`config.mk`:
```
export PLATFORM = sky130hd
export DESIGN_NAME = gpio_irq_bank
export DESIGN_NICKNAME = d
export VERILOG_FILES = /design/src/rtl/gpio_irq_pkg.sv /design/src/rtl/gpio_irq_sense.sv /design/src/rtl/gpio_irq_regs.sv /design/src/rtl/gpio_irq_bank.sv
export SDC_FILE = /design/constraint.sdc
export NUM_CORES = 1
export LEC_CHECK = 0
export ABC_AREA = 0
export BUFFER_PORTS_ARGS = -buffer_cell sky130_fd_sc_hd__buf_2
export CAP_MARGIN = 40
export CORE_UTILIZATION = 41
export CTS_BUF_LIST = sky130_fd_sc_hd__clkbuf_4 sky130_fd_sc_hd__clkbuf_8
export CTS_CLUSTER_SIZE = 20
export DETAILED_ROUTE_END_ITERATION = 10
export GPL_TIMING_DRIVEN = 0
export PLACE_DENSITY_LB_ADDON = 0.3
export RECOVER_POWER = 25
export SKIP_CTS_REPAIR_TIMING = 1
export SLEW_MARGIN = 10
export SYNTH_ARGS = -nofsm -noshare
export SYNTH_HDL_FRONTEND = slang
export SYNTH_SLANG_ARGS = --single-unit
```
`constraint.sdc`:
```
create_clock -name clk -period 3.8 [get_ports clk]
set_input_delay 0.38 -clock clk [delete_from_list [all_inputs] [get_ports clk]]
set_output_delay 0.38 -clock clk [all_outputs]
set_load 0.02 [all_outputs]
```
`src/rtl/gpio_irq_pkg.sv`:
```
package gpio_irq_pkg;

  localparam int unsigned REG_AW = 5;

  localparam logic [REG_AW-1:0] OFS_ENABLE = 5'h00;
  localparam logic [REG_AW-1:0] OFS_POL    = 5'h04;
  localparam logic [REG_AW-1:0] OFS_LEVEL  = 5'h08;
  localparam logic [REG_AW-1:0] OFS_ANY    = 5'h0C;
  localparam logic [REG_AW-1:0] OFS_STATUS = 5'h10;

  // Per-pin sense configuration gathered from the three type registers
  typedef struct packed {
    logic pol;   // 1: rising / active high, 0: falling / active low
    logic lvl;   // 1: level sensing, 0: edge sensing
    logic any;   // edge sensing only: either edge
  } sense_cfg_t;

  function automatic logic pin_event(input logic cur, input logic prev,
                                     input sense_cfg_t cfg);
    logic rise;
    logic fall;
    rise = cur & ~prev;
    fall = ~cur & prev;
    if (cfg.lvl) return cfg.pol ? cur : ~cur;
    if (cfg.any) return rise | fall;
    return cfg.pol ? rise : fall;
  endfunction

endpackage

```
`src/rtl/gpio_irq_sense.sv`:
```
module gpio_irq_sense
  import gpio_irq_pkg::*;
#(
  parameter int unsigned NPINS = 32,
  parameter logic [NPINS-1:0] CAP_MASK = '1
) (
  input  logic             clk,
  input  logic             rst,
  input  logic [NPINS-1:0] pin_i,
  input  logic [NPINS-1:0] pol_i,
  input  logic [NPINS-1:0] lvl_i,
  input  logic [NPINS-1:0] any_i,
  output logic [NPINS-1:0] evt_o
);

  logic [NPINS-1:0] pin_q;
  logic [NPINS-1:0] raw_evt;

  always_ff @(posedge clk) begin
    if (rst) pin_q <= '0;
    else     pin_q <= pin_i;
  end

  for (genvar i = 0; i < NPINS; i++) begin : g_pin
    sense_cfg_t cfg;
    assign cfg        = '{pol: pol_i[i], lvl: lvl_i[i], any: any_i[i]};
    assign raw_evt[i] = pin_event(pin_i[i], pin_q[i], cfg);
  end

  // Pins without input capability never report an event
  assign evt_o = raw_evt & CAP_MASK;

endmodule

```
`src/rtl/gpio_irq_regs.sv`:
```
module gpio_irq_regs
  import gpio_irq_pkg::*;
#(
  parameter int unsigned NPINS = 32,
  parameter logic [NPINS-1:0] CAP_MASK = '1
) (
  input  logic              clk,
  input  logic              rst,
  input  logic [REG_AW-1:0] addr_i,
  input  logic              wr_en_i,
  input  logic [NPINS-1:0]  wr_data_i,
  input  logic [NPINS-1:0]  evt_i,
  output logic [NPINS-1:0]  en_o,
  output logic [NPINS-1:0]  pol_o,
  output logic [NPINS-1:0]  lvl_o,
  output logic [NPINS-1:0]  any_o,
  output logic [NPINS-1:0]  status_o,
  output logic [NPINS-1:0]  rd_data_o
);

  logic [NPINS-1:0] en_q, pol_q, lvl_q, any_q, status_q, rd_q;
  logic [NPINS-1:0] clr_mask;
  logic [NPINS-1:0] rd_mux;
  logic             status_wr;

  assign status_wr = wr_en_i && (addr_i == OFS_STATUS);
  assign clr_mask  = status_wr ? wr_data_i : '0;

  always_ff @(posedge clk) begin
    if (rst) begin
      en_q  <= '0;
      pol_q <= '0;
      lvl_q <= '0;
      any_q <= '0;
    end else if (wr_en_i) begin
      case (addr_i)
        OFS_ENABLE: en_q  <= wr_data_i;
        OFS_POL:    pol_q <= wr_data_i;
        OFS_LEVEL:  lvl_q <= wr_data_i;
        OFS_ANY:    any_q <= wr_data_i;
        default: ;
      endcase
    end
  end

  // New events take priority over a write-one-to-clear in the same cycle
  always_ff @(posedge clk) begin
    if (rst) status_q <= '0;
    else     status_q <= evt_i | (status_q & ~clr_mask);
  end

  always_comb begin
    case (addr_i)
      OFS_ENABLE: rd_mux = en_q;
      OFS_POL:    rd_mux = pol_q;
      OFS_LEVEL:  rd_mux = lvl_q;
      OFS_ANY:    rd_mux = any_q;
      OFS_STATUS: rd_mux = status_q;
      default:    rd_mux = '0;
    endcase
  end

  always_ff @(posedge clk) begin
    if (rst) rd_q <= '0;
    else     rd_q <= rd_mux;
  end

  assign en_o      = en_q;
  assign pol_o     = pol_q;
  assign lvl_o     = lvl_q;
  assign any_o     = any_q;
  assign status_o  = status_q;
  assign rd_data_o = rd_q;

  // a set bit with no clear request stays set
  p_sticky_r6: assert property (@(posedge clk) disable iff (rst)
    !status_wr |=> ((~status_q & $past(status_q)) == '0));

  // a cleared bit with no coincident event is 0 afterwards
  p_clear_r6: assert property (@(posedge clk) disable iff (rst)
    status_wr |=> ((status_q & $past(wr_data_i & ~evt_i)) == '0));

  // every reported event is recorded at the next edge
  p_event_sets_r3: assert property (@(posedge clk) disable iff (rst)
    (evt_i != '0) |=> ((status_q & $past(evt_i)) == $past(evt_i)));

  // pins without input capability never hold status
  p_noncap_zero_r8: assert property (@(posedge clk) disable iff (rst)
    (status_q & ~CAP_MASK) == '0);

endmodule

```
`src/rtl/gpio_irq_bank.sv`:
```
module gpio_irq_bank
  import gpio_irq_pkg::*;
#(
  parameter int unsigned NPINS = 32,
  parameter logic [NPINS-1:0] CAP_MASK = NPINS'(32'hF0FF_FFFF)
) (
  input  logic              clk,
  input  logic              rst,
  input  logic [NPINS-1:0]  pin_i,
  input  logic [REG_AW-1:0] addr_i,
  input  logic              wr_en_i,
  input  logic [NPINS-1:0]  wr_data_i,
  output logic [NPINS-1:0]  rd_data_o,
  output logic              irq_o
);

  logic [NPINS-1:0] evt, en, pol, lvl, any, status;
  logic             irq_q;

  gpio_irq_sense #(.NPINS(NPINS), .CAP_MASK(CAP_MASK)) u_sense (
    .clk   (clk),
    .rst   (rst),
    .pin_i (pin_i),
    .pol_i (pol),
    .lvl_i (lvl),
    .any_i (any),
    .evt_o (evt)
  );

  gpio_irq_regs #(.NPINS(NPINS), .CAP_MASK(CAP_MASK)) u_regs (
    .clk       (clk),
    .rst       (rst),
    .addr_i    (addr_i),
    .wr_en_i   (wr_en_i),
    .wr_data_i (wr_data_i),
    .evt_i     (evt),
    .en_o      (en),
    .pol_o     (pol),
    .lvl_o     (lvl),
    .any_o     (any),
    .status_o  (status),
    .rd_data_o (rd_data_o)
  );

  always_ff @(posedge clk) begin
    if (rst) irq_q <= 1'b0;
    else     irq_q <= |(status & en);
  end

  assign irq_o = irq_q;

  // the request only rises when an enabled status bit was pending
  p_irq_source_r9: assert property (@(posedge clk) disable iff (rst)
    $rose(irq_o) |-> $past(|(status & en)));

  // with nothing enabled the request is low one cycle later
  p_irq_masked_r9: assert property (@(posedge clk) disable iff (rst)
    (en == '0) |=> !irq_o);

endmodule

```
==> flow_metrics.py <==
metrics = {
    "global_route": {
        "grt-ovfl-total": 0,
        "grt_max_degree": 11,
        "antenna_found_initial": 1,
        "grt_usage_pct": 26.6,
        "grt_first_pass_wirelength_mm": 57.8,
        "grt_pass1_vias": 10400,
    },
    "setup_path": {
        "path_class": "in -> reg",
        "cp_slowest_cell": "clkbuf_1",
        "slowest_delay_ns": 0.53,
        "critPathMostFrequentCell": "clkbuf_1",
        "worstPathArrival_ns": 2.59,
        "start_kind": "input pin",
        "worst-path-max-fanout": 10,
        "cp.required_ns": 4.24,
        "path_cells": "clkbuf_1 > clkbuf_1 > and4bb_2 > clkbuf_1 > clkbuf_1 > nand3_1 > a21oi_1",
        "critPathCaptureType": "flop",
    },
    "power_and_ir_drop": {
        "leakagePower_nw": 4.51,
        "intPower_mw": 3.74,
        "ir_worst_vdd_v": 0.000251,
        "power.density_mw_per_mm2": 398,
        "p_sw_share_pct": 26.8,
        "p_seq_share_pct": 47.2,
        "net-switching-power_mw": 1.37,
        "p_comb_share_pct": 9.4,
        "pwr-share-clk_pct": 43.4,
    },
    "floorplanning": {
        "rows": 60,
        "io_pins": 105,
        "start_util_pct": 41.8,
        "die-area_mm2": 0.0281,
        "dieWidth_um": 168,
        "core_area_mm2": 0.0270,
        "dieHeight_um": 168,
    },
    "drt": {
        "vias": 10700,
        "drt-total-wl_mm": 37.9,
        "routed_via_density": 5.99,
        "ant_nets": 0,
        "drt_iter0_drc": 1082,
        "drc": 0,
        "drt_first_pass_iters": 7,
        "wire_per_inst_um": 21.2,
    },
    "finish": {
        "fillers": 2664,
        "layout_commonest_cell": "dfxtp_1",
        "layout-drive-gt1-share_pct": 14.3,
        "fin_util_pct": 47.6,
        "area_growth_pct": 14.0,
        "final_cell_mix": "221 x dfxtp_1, 160 x nand3_1, 142 x a21oi_1",
        "final_nets": 1558,
    },
    "yosys": {
        "syn_inst": 1289,
        "ys_warn_count": 0,
        "synth_seq_cells": 221,
        "synth_nets": 1417,
        "avgSynthCellArea_um2": 8.74,
        "syn_area_mm2": 0.0113,
        "ys_seq_area_share_pct": 39.3,
        "synth_cell_types": 36,
        "synth_edf_count": 0,
        "synth_ff_type": "dfxtp_1",
        "async_flop_share_pct": 0,
    },
    "place": {
        "place_hpwl_mm": 27.0,
        "place.port_buffers": 98,
        "globalplace.congestion": 0.919,
    },
    "worst_hold_path": {
        "hold_path.class": "in -> reg",
    },
    "sta": {
        "relSlewSlack_pct": 41.1,
        "fin_crit_sh_pct": 56.5,
        "setup_viol": 0,
        "clock_skew_ns": 0.0172,
        "finalCriticalPeriod_ns": 2.15,
        "fin_setup_tns_ns": 0,
        "tightestPinTransition_ns": 0.883,
        "rsz0062_at_grt": "false",
        "maxSlewViolCount": 0,
        "hold_viol": 0,
        "fmaxAchievable_mhz": 466,
    },
    "clock_tree": {
        "cts-buffers-inserted": 40,
        "cts_tree": "built",
        "insertion_delay_ns": 0.54,
        "cts_buffer_depth": 3,
        "cts_root_buffer": "clkbuf_8",
        "clkTransAtPathRegs_ns": 0.07,
        "htreeDepth": 2,
        "cts_sinks": 221,
    },
    "job": {
        "cap_violations": 0,
    },
    "status": {
        "status": "finished clean",
    },
}
## per-stage QoR
stage,hold slack [ns],power [mW],setup slack [ns],cells,instance area [um2]
finish,0.116,5.11,1.65,1792,12800
global route,0.128,5.25,1.53,1791,12800
CTS,0.108,5.12,1.77,1791,12900
detailed placement,0.466,2.94,1.21,1729,12200
global placement,0.462,2.92,1.24,1728,12200
floorplan,0.453,2.71,2.16,1289,11300
## power by group through the flow
stage	clock (mW)	sequential [mW]	combinational, mW
2_1_floorplan	0	2.44	0.272
3_3_place_gp	0	2.46	0.462
3_5_place_dp	0	2.46	0.473
4_1_cts	2.23	2.41	0.476
5_1_grt	2.32	2.42	0.519
6_report	2.22	2.42	0.480
## cells in the mapped netlist, drive strengths merged, types with 28 or more instances
master / instances / share of area (%)
a21oi: 160 / 8.1
a311o: 28 / 2.5
buf: 48 / 2.7
clkbuf: 67 / 2.2
dfxtp: 221 / 39
ha: 56 / 6.2
inv: 85 / 2.8
mux2: 28 / 2.8
mux2i: 64 / 5.7
nand2: 29 / 0.97
nand3: 160 / 7.1
nand3b: 32 / 2.1
nor2: 29 / 0.97
o21ai: 157 / 7.0
o22a: 32 / 2.5
o311ai: 28 / 2.2
xnor2: 28 / 2.2
## layout make-up
| cell class | count | area [um2] | area share, % |
|---|---|---|---|
| flip-flops and latches | 221 | 4420 | 34.5 |
| plain buffers | 115 | 546 | 4.25 |
| multi-input cells | 868 | 5920 | 46.1 |
| clock buffers | 59 | 737 | 5.74 |
| repair buffers | 99 | 449 | 3.50 |
| diodes | 1 | 2.50 | 0.0195 |
| inverters | 85 | 319 | 2.49 |
| clock inverters | 3 | 15.0 | 0.117 |
| well taps | 341 | 427 | 3.32 |
## critical path: cells and delay by family
family                 cells  cell delay, ns
AOI/OAI and AO/OA          1            0.16
and+or+nand+nor            2            0.45
buffers and inverters      4            1.58
## final timing paths
| kind | from | to | slack (ns) | cells past startpoint |
|---|---|---|---|---|
| worst max register to register | u_regs.status_o[28] | irq_o | 2.30 | 3 |
| worst min-delay path | pin_i[29] | u_sense.pin_q[29] | 0.12 | 3 |
| worst min register to register | u_regs.lvl_o[26] | u_regs.lvl_o[26] | 0.47 | 2 |
| worst max-delay path | addr_i[2] | u_regs.any_o[19] | 1.65 | 7 |
## cell families (layout without fill, tap and decap cells)
logic type / count (synthesis) / in the layout / share of synthesized area (%)
AOI/OAI and AO/OA: 422 / 422 / 23.4
and+or+nand+nor: 270 / 270 / 12.6
DFF: 221 / 221 / 39.3
buffers and inverters: 200 / 361 / 7.78
muxes: 92 / 92 / 8.49
adders and majority gates: 56 / 56 / 6.22
xor gates and xnor gates: 28 / 28 / 2.18
other: 0 / 1 / 0
## sequential cells by signal (all words and copies together) (netlist names)
name / count
u_regs.any_o: 32
u_regs.en_o: 32
u_regs.lvl_o: 32
u_regs.pol_o: 32
u_regs.rd_data_o: 32
u_regs.status_o: 32
u_sense.pin_q: 28
irq_o: 1
## metal layers
layer | global-route usage (%) | part of all wire [%] | vias up
met5 | 0 | 0 | -
met1 | 34.8 | 42 | 5157
met4 | 11.6 | 3.7 | 0
met2 | 42.6 | 46 | 528
met3 | 4.92 | 8.4 | 112
li1 | - | - | 4930
Note: power is estimated with default switching activity, not from simulation.
